`config.mk`:
```
export PLATFORM = sky130hd
export DESIGN_NAME = wdt_timer_chan
export DESIGN_NICKNAME = d
export VERILOG_FILES = /design/src/rtl/wdt_chan_pkg.sv /design/src/rtl/wdt_setup_reg.sv /design/src/rtl/wdt_prescaler.sv /design/src/rtl/wdt_counter.sv /design/src/rtl/wdt_timer_chan.sv
export SDC_FILE = /design/constraint.sdc
export NUM_CORES = 1
export LEC_CHECK = 0
export BUFFER_PORTS_ARGS = -buffer_cell sky130_fd_sc_hd__buf_2
export CELL_PAD_IN_SITES_DETAIL_PLACEMENT = 0
export CELL_PAD_IN_SITES_GLOBAL_PLACEMENT = 1
export CORE_AREA = 2 2 104 86
export DETAILED_ROUTE_END_ITERATION = 6
export DIE_AREA = 0 0 106 88
export PLACE_DENSITY_LB_ADDON = 0.1
export SYNTH_ARGS = -nofsm -noshare
export SYNTH_HDL_FRONTEND = slang
export SYNTH_HIERARCHICAL = 1
export SYNTH_SLANG_ARGS = --single-unit
```
`constraint.sdc`:
```
create_clock -name clk -period 9.8 [get_ports clk]
set_clock_uncertainty 0.2 [all_clocks]
set_input_delay 1.47 -clock clk [delete_from_list [all_inputs] [get_ports clk]]
set_output_delay 1.47 -clock clk [all_outputs]
set_load 0.05 [all_outputs]
```
`src/rtl/wdt_chan_pkg.sv`:
```
package wdt_chan_pkg;

    localparam int DATA_W = 16;
    localparam int PSC_W  = 4;
    localparam int DIV_W  = (1 << PSC_W) - 1;

    localparam int SB_RUN  = 15;
    localparam int SB_EVT  = 14;
    localparam int SB_LOCK = 12;
    localparam int SB_ARM  = 5;
    localparam int SB_FAST = 4;

    typedef enum logic [1:0] {
        REG_CMP   = 2'd0,
        REG_CNT   = 2'd1,
        REG_SETUP = 2'd2,
        REG_NONE  = 2'd3
    } reg_sel_e;

    typedef struct packed {
        logic             arm;
        logic             fast_clk;
        logic [PSC_W-1:0] psc;
    } setup_cfg_t;

    function automatic setup_cfg_t decode_cfg(input logic [DATA_W-1:0] w);
        setup_cfg_t c;
        c.arm      = w[SB_ARM];
        c.fast_clk = w[SB_FAST];
        c.psc      = w[PSC_W-1:0];
        return c;
    endfunction

    function automatic logic [DATA_W-1:0] pack_setup(input setup_cfg_t c,
                                                     input logic run,
                                                     input logic evt,
                                                     input logic lock);
        logic [DATA_W-1:0] w;
        w              = '0;
        w[PSC_W-1:0]   = c.psc;
        w[SB_FAST]     = c.fast_clk;
        w[SB_ARM]      = c.arm;
        w[SB_LOCK]     = lock;
        w[SB_EVT]      = evt;
        w[SB_RUN]      = run;
        return w;
    endfunction

    function automatic logic [DIV_W-1:0] psc_mask(input logic [PSC_W-1:0] code);
        logic [31:0] full;
        full = (32'd1 << code) - 32'd1;
        return full[DIV_W-1:0];
    endfunction

endpackage

```
`src/rtl/wdt_setup_reg.sv`:
```
module wdt_setup_reg
    import wdt_chan_pkg::*;
(
    input  logic              clk,
    input  logic              rst,
    input  logic              wr_setup,
    input  logic [DATA_W-1:0] wdata,
    input  logic              evt_set,
    output setup_cfg_t        cfg,
    output logic              run,
    output logic              evt,
    output logic              locked
);

    logic evt_clr;
    assign evt_clr = wr_setup && wdata[SB_EVT];

    always_ff @(posedge clk) begin
        if (rst) begin
            cfg    <= '0;
            run    <= 1'b0;
            locked <= 1'b0;
        end else if (wr_setup) begin
            run <= wdata[SB_RUN];
            if (!locked) begin
                cfg    <= decode_cfg(wdata);
                locked <= 1'b1;
            end
        end
    end

    always_ff @(posedge clk) begin
        if (rst)          evt <= 1'b0;
        else if (evt_set) evt <= 1'b1;
        else if (evt_clr) evt <= 1'b0;
    end

    // configuration frozen once locked
    a_r2_cfg_frozen: assert property (@(posedge clk) disable iff (rst)
        locked |=> $stable(cfg));

    // event is sticky without a clearing write
    a_r8_evt_sticky: assert property (@(posedge clk) disable iff (rst)
        (evt && !evt_clr) |=> evt);

endmodule

```
`src/rtl/wdt_prescaler.sv`:
```
module wdt_prescaler
    import wdt_chan_pkg::*;
(
    input  logic             clk,
    input  logic             rst,
    input  logic             run,
    input  logic             src,
    input  logic             restart,
    input  logic [PSC_W-1:0] psc,
    output logic             tick
);

    logic [DIV_W-1:0] div_q;
    logic [DIV_W-1:0] mask;

    assign mask = psc_mask(psc);
    assign tick = run && src && ((div_q & mask) == mask);

    always_ff @(posedge clk) begin
        if (rst || !run || restart) div_q <= '0;
        else if (src)               div_q <= div_q + 1'b1;
    end

    // division state only moves on source ticks
    a_r5_div_quiet: assert property (@(posedge clk) disable iff (rst)
        (run && !src && !restart) |=> $stable(div_q));

endmodule

```
`src/rtl/wdt_counter.sv`:
```
module wdt_counter
    import wdt_chan_pkg::*;
(
    input  logic              clk,
    input  logic              rst,
    input  logic              tick,
    input  logic              arm,
    input  logic [DATA_W-1:0] cmp,
    input  logic              wr_cnt,
    input  logic [DATA_W-1:0] wdata,
    output logic [DATA_W-1:0] count,
    output logic              match
);

    logic              halted;
    logic [DATA_W-1:0] next_cnt;

    assign next_cnt = count + 1'b1;
    assign match    = tick && !wr_cnt && arm && !halted && (next_cnt == cmp);

    always_ff @(posedge clk) begin
        if (rst) begin
            count  <= '0;
            halted <= 1'b0;
        end else if (wr_cnt) begin
            count  <= wdata;
            halted <= 1'b0;
        end else if (tick && !(arm && halted)) begin
            count <= next_cnt;
            if (arm && (next_cnt == cmp)) halted <= 1'b1;
        end
    end

    // no tick and no write keeps the count
    a_r4_hold: assert property (@(posedge clk) disable iff (rst)
        (!tick && !wr_cnt) |=> $stable(count));

    // after a match the count is frozen until rewritten
    a_r7_frozen: assert property (@(posedge clk) disable iff (rst)
        (arm && halted && !wr_cnt) |=> $stable(count));

    // a tick advances by exactly one
    a_r5_step: assert property (@(posedge clk) disable iff (rst)
        (tick && !wr_cnt && !halted) |=> (count == $past(count) + 16'd1));

endmodule

```
`src/rtl/wdt_timer_chan.sv`:
```
module wdt_timer_chan
    import wdt_chan_pkg::*;
(
    input  logic              clk,
    input  logic              rst,
    input  logic              ref_tick,
    input  logic              bus_wr,
    input  logic [1:0]        bus_addr,
    input  logic [DATA_W-1:0] bus_wdata,
    output logic [DATA_W-1:0] bus_rdata,
    input  logic              reset_en,
    input  logic              nmi_en,
    output logic              rst_req,
    output logic              nmi_req
);

    reg_sel_e          sel;
    logic              wr_cmp, wr_cnt, wr_setup;
    logic [DATA_W-1:0] cmp_q, cnt_q;
    setup_cfg_t        cfg;
    logic              run, evt, locked, tick, match, src;

    assign sel      = reg_sel_e'(bus_addr);
    assign wr_cmp   = bus_wr && (sel == REG_CMP);
    assign wr_cnt   = bus_wr && (sel == REG_CNT);
    assign wr_setup = bus_wr && (sel == REG_SETUP);
    assign src      = cfg.fast_clk ? 1'b1 : ref_tick;

    always_ff @(posedge clk) begin
        if (rst)         cmp_q <= '0;
        else if (wr_cmp) cmp_q <= bus_wdata;
    end

    wdt_setup_reg u_setup (
        .clk      (clk),
        .rst      (rst),
        .wr_setup (wr_setup),
        .wdata    (bus_wdata),
        .evt_set  (match),
        .cfg      (cfg),
        .run      (run),
        .evt      (evt),
        .locked   (locked)
    );

    wdt_prescaler u_psc (
        .clk     (clk),
        .rst     (rst),
        .run     (run),
        .src     (src),
        .restart (wr_cnt),
        .psc     (cfg.psc),
        .tick    (tick)
    );

    wdt_counter u_cnt (
        .clk    (clk),
        .rst    (rst),
        .tick   (tick),
        .arm    (cfg.arm),
        .cmp    (cmp_q),
        .wr_cnt (wr_cnt),
        .wdata  (bus_wdata),
        .count  (cnt_q),
        .match  (match)
    );

    always_comb begin
        unique case (sel)
            REG_CMP:   bus_rdata = cmp_q;
            REG_CNT:   bus_rdata = cnt_q;
            REG_SETUP: bus_rdata = pack_setup(cfg, run, evt, locked);
            default:   bus_rdata = '0;
        endcase
    end

    assign rst_req = evt && reset_en;
    assign nmi_req = evt && nmi_en;

    // an event only appears with the counter sitting on the compare value
    a_r7_evt_at_cmp: assert property (@(posedge clk) disable iff (rst)
        ($rose(evt) && !$past(wr_cmp)) |-> (cnt_q == cmp_q));

    // an unarmed channel never raises the event
    a_r11_unarmed_quiet: assert property (@(posedge clk) disable iff (rst)
        (!cfg.arm && !evt) |=> !evt);

endmodule

```
==> results summary, run 1 <==
Clock-pin slew was measured on the worst setup and hold paths at 0.07 ns. After synthesis the netlist holds a flip-flop and latch count of 57. The wire length reported by the detailed router is 9590 um. For the pin with the worst max-slew slack, the measured transition is 0.827 ns. The number of buffers inserted during clock tree synthesis came out at 9.

The average detailed-routed wire length per instance came out at 15.9 um. The via total after detailed routing is 3,313. The number of remaining DRC errors came out at 0.

The initialized floorplan defines 30 standard-cell rows. The power density relative to cell area came out at 129 nW/um2. Summing every instance area after synthesis gives 3860 um2. The mean area per synthesized cell is 8.33 um2. The number of buffers added for setup after CTS is 0. The register area came out at 1140 um2. The number of nets in the layout came out at 513. The clock tree root buffer cell is sky130_fd_sc_hd__clkbuf_8. Setup violations remaining at the end of the flow were counted as 0. Among all stages on the critical path, the largest delay is contributed by sky130_fd_sc_hd__nor2b_1. The data required time at the worst endpoint is 8.13 ns.

The count of cell types in the netlist is 64. The starting DRC count in detailed routing came out at 195. The arrival time at the worst endpoint came out at 3.03 ns. Setup repair after global routing left no endpoint under its margin. The endpoint class of the critical path is a primary output. For this run, the number of Yosys warnings is 6. After synthesis, the cell types taking the most area are sky130_fd_sc_hd__dfxtp_1 30%, sky130_fd_sc_hd__mux2i_1 9.3%, sky130_fd_sc_hd__nand2b_1 7.0%, sky130_fd_sc_hd__nor2_1 5.2%, sky130_fd_sc_hd__xnor2_1 5.2%. The cell type with the highest aggregate area in the netlist is sky130_fd_sc_hd__dfxtp_1. TritonCTS built the clock tree. The final hold violation count came out at 0. The final period utilization is 0.480. The number of nets in the synthesized netlist is 491. The finished cells cover 4230 um2. The fraction of final layout cells with drive strength greater than 1 came out at 0.171. The largest fanout of any net on the critical path came out at 19. The via count normalized by instance count is 5.49. The placement-stage worst setup slack is 5.11 ns. The kind of launch point of the worst setup path is an input pin. The number of global-route vias before repair came out at 2,996. The first-pass iteration count of the detailed router is 5. The insertion delay to the later sink of the worst-skew pair came out at 0.34 ns. The count of H-tree levels built during CTS came out at 3. The critical path is of the in -> out type. The final period demand of the worst path is 4.70 ns.

In this run the horizontal extent of the chip is 106 um. The min-delay analysis places its worst path in the category reg -> reg. The first-pass GRT wire length came out at 16,000 um. The smallest setup slack after layout came out at 5.10 ns. The number of cells upsized or downsized after cts is 0. The number of buffers inserted by hold repair at cts is 0.

The post-DP HPWL came out at 6740 um. After filler insertion, the fill cell instance count of the layout stands at 842. The die span in y came out at 88 um.

The total die area is 9330 um2. The initial antenna violation count is 0. The number of routed nets with antenna violations came out at 0.

The flow ran to the end, and the final reports show no timing, DRC or antenna violations. The proportion of synthesized flip-flops having asynchronous set or reset came out at 0. By count the netlist is led by 57 x sky130_fd_sc_hd__dfxtp_1, 54 x sky130_fd_sc_hd__nor2_1, 43 x sky130_fd_sc_hd__nand2b_1. The multi-input combinational cells in the finished layout cover a total of 2490 um2. The pin count of the biggest net entering global routing came out at 66. The cell area reported after detailed placement came out at 4030 um2. The maximum clock rate came out at 213 MHz. The core region area came out at 8300 um2.

The tightest slew margin relative to the limit came out at 0.449. The sequential cell area fraction in the yosys report is 0.295. The most numerous cell type found on the critical path is sky130_fd_sc_hd__buf_2.

The maximum ir drop on the vdd rail came out at 0.0882 mV. The maximum cell stage delay along the critical path came out at 0.72 ns. The tightest hold path in the finished design has a slack of 0.295 ns. The total number of clock tree sinks is 57. The max-slew violation count was 0. Routability-driven placement finished with a final weighted congestion of 0.906.

The leakage power summed over all cells came out at 1.54 nW. The post-layout instance count excluding filler cells is 603. The overall overflow remaining after global route came out at 0.

For this configuration, the core starts out at a cell density of 0.466. The critical path goes through buf_2 -> nor2b_1 -> o2bb2ai_1 -> buf_2. The buffer depth of the longest clock path came out at 2. The overall fraction of global-route tracks in use is 0.220.

In the synthesized netlist the dominant register cell turns out to be sky130_fd_sc_hd__dfxtp_1. The layout overhead on the synthesized area is 9.46%. The share of the synthesized area in the top cell type came out at 0.295.

The I/O pin total is 42. The cell count after synthesis came out at 464. The most used standard cell by instance count after synthesis is sky130_fd_sc_hd__dfxtp_1. In this run, synthesis inferred 0 flip-flops with an integrated enable. Counting tap cells, the placed design contains a total of 587 instances. The number of input and output port buffers inserted came out at 41. The repair_antennas step left the layout with diodes totalling 0. The setup TNS after final layout came out at 0 ns.

The number of max-cap violations is 0.
-- path summary, 6_finish.rpt --
kind / start / end / slack, ns / cells after the start
min reg2reg: u_setup/cfg[4] / u_setup/cfg[4] / 0.30 / 2
max reg2reg: u_setup/cfg[1] / u_setup/evt / 5.73 / 15
max: bus_addr[1] / bus_rdata[3] / 5.10 / 4
min: u_setup/cfg[4] / u_setup/cfg[4] / 0.30 / 2
-- metal layers --
metal	global-route usage	vias to the layer above	share of wire
li1	-	1677	-
met1	0.334	1553	0.54
met2	0.305	71	0.40
met3	0.0499	12	0.045
met4	0.0658	0	0.015
met5	0	-	0
-- state kept, by name (all words and copies together) (netlist names) --
signal	count
u_setup/cfg	6
u_cnt/count	16
u_setup/evt	1
u_psc/div_q	15
cmp_q	16
u_setup/run	1
u_cnt/halted	1
u_setup/locked	1
-- power breakdown --
part	internal, mW	leakage, nW	switching, mW	total (mW)
logic	0.0309	0.987	0.0432	0.0742
clock network	0.124	0.0953	0.100	0.224
registers	0.238	0.462	0.0109	0.249
-- critical path: cells and delay by family --
family	cells	cell delay [ns]
simple gates	1	0.72
compound gates	1	0.19
buf+inv	2	0.64
-- layout make-up --
type / count / area share
clock inverter: 5 / 0.0130
sequential: 57 / 0.270
clock buffer: 11 / 0.0334
timing repair buffer: 44 / 0.0538
multi-input combinational: 366 / 0.590
tap: 112 / 0.0331
inverter: 8 / 0.00710
-- logic make-up after synthesis --
group / count (synthesis) / share of synthesized area
adders and majority gates: 3 / 0.00972
muxes: 37 / 0.0962
buffers and inverters: 41 / 0.0609
AOI/OAI and AO/OA: 81 / 0.142
xor gates and xnor gates: 44 / 0.0997
and+or+nand+nor: 201 / 0.296
DFF: 57 / 0.295
-- cells in the final DEF (no fill, tap or decap), types with 19 or more instances in the layout --
cell / instances
sky130_fd_sc_hd__nand2b_1: 43
sky130_fd_sc_hd__a21oi_1: 23
sky130_fd_sc_hd__mux2i_1: 36
sky130_fd_sc_hd__o21ai_0: 19
sky130_fd_sc_hd__nand2_1: 27
sky130_fd_sc_hd__xnor2_1: 23
sky130_fd_sc_hd__dfxtp_1: 57
sky130_fd_sc_hd__buf_2: 41
sky130_fd_sc_hd__xor2_1: 21
sky130_fd_sc_hd__nor2_1: 54
-- per-stage QoR --
step / power [mW] / util
6_report: 0.547 / 0.510
3_3_place_gp: 0.326 / 0.486
4_1_cts: 0.554 / 0.510
3_5_place_dp: 0.327 / 0.486
5_1_grt: 0.574 / 0.510
2_1_floorplan: 0.309 / -
No activity file was read; power rests on OpenSTA's default activity.
==> inputs of run 2 (changes only) <==
CORE_AREA = 2 2 107 88   (was 2 2 104 86)
DIE_AREA = 0 0 109 90   (was 0 0 106 88)
clock period = 4.5 ns   (was 9.8 ns; I/O delays follow)
==> results summary, run 2 (synthesis results as in run 1) <==
The average detailed-routed wire length per instance is 15.8 um. Summed over all layers, the global routing overflow is 0. Tracing the worst setup path back leads to its startpoint at u_setup/cfg[1]. The number of buffers and inverters on the critical path is 1. The flow ran to the end, and the final reports show no timing, DRC or antenna violations. The top cell types in the final layout, fill and taps aside, are 57 x sky130_fd_sc_hd__dfxtp_1, 54 x sky130_fd_sc_hd__nor2_1, 43 x sky130_fd_sc_hd__nand2b_1. The maximum clock rate is 258 MHz. The clock share of power came out at 0.411. The number of remaining DRC errors came out at 0.

The endpoint class of the critical path is a flip-flop. The total number of clock tree sinks came out at 57. In the post-route analysis, the smallest setup slack over all paths is 0.622 ns. The first detailed-routing pass took 6 iterations. In this design, the largest share of critical-path delay is due to simple AND/OR/NAND/NOR gates.

The number of buffers inserted during clock tree synthesis came out at 9. The proportion of total power due to net switching is 0.274. The number of input and output port buffers inserted is 41.

Counting buffers and inverters, the worst setup path is 15 cells deep. Once detail routing completed, the nets flagged for antenna violations numbered 0. The wire length reported by the detailed router is 9560 um. The I/O pin total came out at 42. The final hold violation count was 0. On the critical path, the stage with the largest delay is an instance of sky130_fd_sc_hd__dfxtp_1.

The measured slew at the worst slew-check pin is 0.838 ns. The endpoint identified for the worst register-to-register timing path is u_setup/evt. By startpoint and endpoint, the worst setup path is classified as reg -> reg.

The max-slew violation count came to 0. The maximum cell stage delay along the critical path came out at 0.60 ns. The initial antenna violation count is 0. Post-CTS repair changed the size of 0 cells. The count of filler cells inserted in the layout is 884.

The number of placed instances, taps included is 591. The number of antenna cells inserted is 0. The leakage power summed over all cells came out at 1.56 nW. The count of H-tree levels built during CTS came out at 3. In the final layout, the registers with the most flip-flops are cmp_q x16, u_cnt/count x16, u_psc/div_q x15. The largest fanout of any net on the critical path is 15. The net switching power figure is 0.328 mW.

The final weighted congestion in routability-driven placement came out at 0.816. The tightest slew margin relative to the limit is 0.441. The number of core rows came out at 31. The number of nets in the layout is 514. The setup TNS after final layout is 0 ns. The floorplan step defined a die boundary enclosing 9810 um2. The core region area came out at 8800 um2. The root buffer cell chosen for the clock tree is sky130_fd_sc_hd__clkbuf_8. Across the VDD grid, the largest voltage drop is 0.147 mV. Across every metal layer, demand over resource in global routing totals 0.202. The fraction of final layout cells with drive strength greater than 1 came out at 0.171. The number of buffers inserted by hold repair at cts came out at 0.

Relative to the synthesized area, the layout overhead comes to 9.72%. The final period demand of the worst path is 3.88 ns. The arrival time at the worst endpoint is 3.94 ns.

The via count normalized by instance count is 5.39. The clock reaches the later pin of the worst-skew pair after 0.35 ns. Of the total power, registers draw 0.453. The overall power of the completed layout is 1.19 mW. The kind of launch point of the worst setup path is a flip-flop.

The worst min-delay path class is reg -> reg. Leaving out fill and tap cells, the most frequent cell in the layout is sky130_fd_sc_hd__dfxtp_1. The final design utilization came out at 0.481. The share of total power in combinational logic is 0.136. The placement-stage worst setup slack came out at 0.659 ns.

The first global-routing pass estimated 15,400 um of wire. The final period utilization came out at 0.862. Setup repair after global routing left no endpoint under its margin. TritonCTS built the clock tree. The critical path goes through nor2_1 -> nand3b_1 -> ha_1 -> mux2_2 -> nand3_1 -> a21oi_1 -> nor4_1 -> nand2_1 -> nand4b_1 -> or4_1 -> nor2_1 -> nand4_1 -> nor4_1 -> inv_1 -> a311oi_2. The power density relative to cell area is 282 nW/um2.

The die span in y came out at 90 um. The internal cell power came out at 0.867 mW. The starting DRC count in detailed routing is 159. The starting density of the core is 0.439. The post-layout instance count excluding filler cells is 606. The number of cells traversed by the worst register-to-register path is 15. In this run the worst setup path terminates at u_setup/evt. In this run the critical register-to-register path is launched from u_setup/cfg[1]. The final number of setup-violating endpoints came out at 0. The number of max-cap violations is 0.

The die is 109 um wide. The data required time at the worst endpoint came out at 4.56 ns. The clock passes through at most 2 buffers. The number of buffers added for setup after CTS is 0. The number of global-route vias before repair came out at 2,837. The flop-to-flop setup slack came out at 0.62 ns. The post-DP HPWL came out at 6750 um. The pin count of the biggest net entering global routing came out at 54. The clock edge transition at the registers on the reported setup and hold paths came out at 0.06 ns.

The via total after detailed routing is 3,267.
[run 2: cell types whose count changed in the layout (fill, tap and decap cells not counted), sizes merged]
cell,previous run,this run
buf,44,45
clkinvlp,2,0
clkbuf,11,12
[run 2: final cells by class]
class,count,area (um2),area share
clock buffers,12,155,0.0366
clock inverters,3,40.0,0.00945
inverters,8,30.0,0.00708
multi-input cells,366,2490,0.588
flip-flops and latches,57,1140,0.269
well taps,115,144,0.0339
repair buffers,45,235,0.0555
[run 2: layer usage]
| layer | GRT usage | wire [um] |
|---|---|---|
| met4 | 0.0491 | 103 |
| met1 | 0.321 | 5310 |
| met5 | 0 | 0 |
| met2 | 0.264 | 3690 |
| met3 | 0.0508 | 450 |
[run 2: power by group through the flow]
stage          registers [mW]  clock network, mW  logic [mW]
2_1_floorplan           0.542                  0       0.132
3_3_place_gp            0.552                  0       0.161
3_5_place_dp            0.552                  0       0.162
4_1_cts                 0.541              0.502       0.163
5_1_grt                 0.544              0.528       0.179
6_report                0.541              0.491       0.163
[run 2: worst min-delay path by stage]
stage | depth (start not counted) | to | startpoint | slack [ns]
6_report | 2 | u_setup/cfg[4] | u_setup/cfg[4] | 0.30
5_1_grt | 2 | cmp_q[15] | cmp_q[15] | 0.32
4_1_cts | 2 | u_setup/cfg[4] | u_setup/cfg[4] | 0.30
3_5_place_dp | 2 | u_setup/cfg[4] | u_setup/cfg[4] | 0.28
3_3_place_gp | 2 | u_setup/cfg[4] | u_setup/cfg[4] | 0.28
2_1_floorplan | 2 | u_cnt/halted | u_cnt/halted | 0.24
[run 2: tightest hold or removal path, stage by stage, from the launching register on]
cell	delay (ns)
sky130_fd_sc_hd__dfxtp_1	0.32
sky130_fd_sc_hd__nand2b_1	0.09
sky130_fd_sc_hd__o21ai_2	0.05
[run 2: metrics by stage]
| stage | hold slack, ns | cell area (um2) |
|---|---|---|
| 4_1_cts | 0.296 | 4240 |
| 5_1_grt | 0.325 | 4240 |
| 3_3_place_gp | 0.284 | 4040 |
| 2_1_floorplan | 0.242 | 3860 |
| 6_report | 0.295 | 4240 |
| 3_5_place_dp | 0.285 | 4040 |
==> inputs of run 3 (changes only) <==
clock period = 4 ns   (was 4.5 ns; I/O delays follow)
==> results summary, run 3 (synthesis results as in run 1) <==
0 antenna diodes ended up in the layout. The share of total power in combinational logic came out at 0.150. In this run the critical register-to-register path is launched from u_setup/cfg[1].

The post-layout instance count excluding filler cells came out at 611. The post-DP HPWL is 6800 um. On the critical path the largest part of the delay comes from simple AND/OR/NAND/NOR gates. The count of H-tree levels built during CTS came out at 3.

For this design, the CTS-stage hold fixing added 0 buffers. Setup repair after global routing left no endpoint under its margin. In the global route stage, met1 resource usage came out at 0.320. The die span in y came out at 90 um.

The clock edge transition at the registers on the reported setup and hold paths came out at 0.06 ns. The start point of the critical path is u_setup/cfg[1]. The via total after detailed routing came out at 3,323. The data required time at the worst endpoint is 4.05 ns. The setup TNS after final layout came out at 0 ns. The initial utilization of the core area, before any placement, comes to 0.439. The largest registers in the layout are cmp_q x16, u_cnt/count x16, u_psc/div_q x15.

After detailed routing, the total wire length is 9600 um. In the layout the commonest cells are 57 x sky130_fd_sc_hd__dfxtp_1, 54 x sky130_fd_sc_hd__nor2_1, 43 x sky130_fd_sc_hd__nand2b_1. The overall fraction of global-route tracks in use came out at 0.207. The CTS tree is built.

The clock share of power came out at 0.368. In the final layout, the share of cells above drive strength 1 is 0.181. Compared with the post-synthesis result, the final layout area differs by 9.97%. Counting instances, the worst hold path has a depth of 2.

During I/O placement, the number of pins put on the boundary was 42. After detailed routing, the number of remaining DRC violations is 0. The worst min-delay path class is reg -> reg. Including well taps, the total number of placed cells is 595.

The signal on the critical path passes through nor2_1 -> nand3b_1 -> ha_1 -> o211a_1 -> o21ai_0 -> a211oi_1 -> o311ai_0 -> nor4_1 -> buf_4 -> nand2_1 -> nand4b_1 -> or4_1 -> nor2_1 -> nand4_1 -> nor4_2 -> inv_1 -> a311oi_2. The count of filler cells inserted in the layout is 915. The routing usage on met3 came out at 0.0515.

The number of nets in the layout came out at 519. During placement, the flow inserted port buffers numbering 41. The initial antenna violation count is 0. The part of the total power dissipated in sequential elements came out at 0.482. Of the total power, the share spent switching nets is 0.288. The tightest slew margin relative to the limit came out at 0.431. Row generation in the floorplan step produced 31 rows. The first-pass GRT wire length is 15,900 um. The internal cell power came out at 0.895 mW. In this run the standard cell core region covers 8800 um2. On the critical path, the stage with the largest delay is an instance of sky130_fd_sc_hd__or4_1.

Counting along the longest clock path gives a buffer depth of 2. The max-slew violation count is 0. The final period demand of the worst path came out at 3.67 ns. The arrival time at the worst endpoint is 3.72 ns. In this run the worst path has a maximum fanout of 4. The worst register-to-register path has a setup slack of 0.33 ns. The number of max-cap violations came out at 0. The most common cell after layout, fill and taps aside is sky130_fd_sc_hd__dfxtp_1. The total die area came out at 9810 um2. The total number of clock tree sinks is 57. The number of global-route vias before repair was 3,071. STA classifies the critical path endpoint as a flip-flop. The overall overflow remaining after global route came out at 0. After detailed routing, the average wire length per cell comes to 15.7 um.

Clock latency on the worst-skew pair, taken at its later pin, is 0.34 ns. STA classifies the critical path startpoint as a flip-flop. Entering global routing, the biggest net connects 45 pins. The final hold violation count is 0. The count of nets left with antenna violations once routing finished came out at 0. For this run, global-route usage on met2 was measured as 0.283.

The net switching power figure came out at 0.362 mW. In this run, the number of DRC markers left after iteration 0 of detailed routing was 168. The most crowded layer after global routing is met1.

The leakage power summed over all cells is 1.57 nW. In this design, the stage delay of the slowest critical-path cell is 0.44 ns. The number of cells on the worst reg-to-reg path is 17. The measured slew at the worst slew-check pin is 0.852 ns.

The number of buffers inserted during clock tree synthesis is 9. The cell that appears most often on the critical path is sky130_fd_sc_hd__nor2_1. The final weighted congestion in routability-driven placement came out at 0.784.

The flow ran to the end, and the final reports show no timing, DRC or antenna violations. CTS placed an instance of sky130_fd_sc_hd__clkbuf_8 at the clock tree root. The endpoint identified for the worst register-to-register timing path is u_setup/evt. After detailed routing, the number of vias per cell comes to 5.44. The final period utilization came out at 0.918. The maximum clock rate is 272 MHz. Counting both buffers and inverters, the worst setup path holds a total of 2. The critical path class is reg -> reg.

The first-pass iteration count of the detailed router is 5. The floorplan die width is 109 um. The final number of setup-violating endpoints came out at 0.

The maximum ir drop on the vdd rail is 0.151 mV. In this run the most critical hold path is launched from u_setup/cfg[4]. For hold timing, the worst endpoint is u_setup/cfg[4]. The power density relative to cell area is 296 nW/um2.
-- run 3: cell count changes in the layout (fill, tap and decap cells not counted), sizes merged --
| cell | change |
|---|---|
| clkinv | +2 |
| bufinv | -1 |
| buf | +5 |
| clkbuf | -1 |
-- run 3: power groups by stage --
stage | Sequential [mW] | Combinational (mW) | Clock (mW)
3_3_place_gp | 0.617 | 0.186 | 0
3_5_place_dp | 0.618 | 0.187 | 0
2_1_floorplan | 0.609 | 0.149 | 0
5_1_grt | 0.609 | 0.207 | 0.496
4_1_cts | 0.605 | 0.188 | 0.478
6_report | 0.605 | 0.188 | 0.462
-- run 3: worst min-delay path: cells and delay by family, from the launching register on --
family          cells  cell delay (ns)
simple gates        1             0.09
flops               1             0.32
compound gates      1             0.05
-- run 3: per-layer routing --
metal / wire length (um) / vias up
met5: 0 / -
met1: 5160 / 1551
met2: 3870 / 78
met3: 474 / 9
met4: 98 / 0
li1: - / 1685
-- run 3: cell type report --
type,count,area (um2),share of cell area
Multi-Input combinational cell,366,2500,0.588
Sequential cell,57,1140,0.269
Timing Repair Buffer,50,273,0.0642
Tap cell,115,144,0.0339
Clock buffer,11,141,0.0333
Inverter,8,30.0,0.00707
Clock inverter,4,20.0,0.00471
-- run 3: worst max-delay path by stage --
| stage | end | cells after the start | slack [ns] |
|---|---|---|---|
| finish | u_setup/evt | 17 | 0.33 |
| detailed placement | u_setup/evt | 16 | 0.25 |
| CTS | u_setup/evt | 16 | 0.24 |
| floorplan | u_setup/evt | 17 | 0.37 |
| global route | u_setup/evt | 17 | 0.06 |
| global placement | u_setup/evt | 15 | 0.43 |
-- run 3: timing repair --
action	4_1_cts	5_1_grt
resized for setup	0	1
endpoints found under the hold margin	0	0
buffers inserted	0	1
setup endpoints to repair	0	1
-- run 3: metrics by stage --
stage,cell area [um2],utilization,power [mW],setup WS [ns],hold slack [ns]
detailed placement,4070,0.463,0.805,0.248,0.285
finish,4250,0.483,1.26,0.329,0.297
CTS,4240,0.481,1.27,0.239,0.294
floorplan,3860,-,0.758,0.365,0.242
global route,4250,0.483,1.31,0.0555,0.313
global placement,4070,0.463,0.803,0.428,0.282
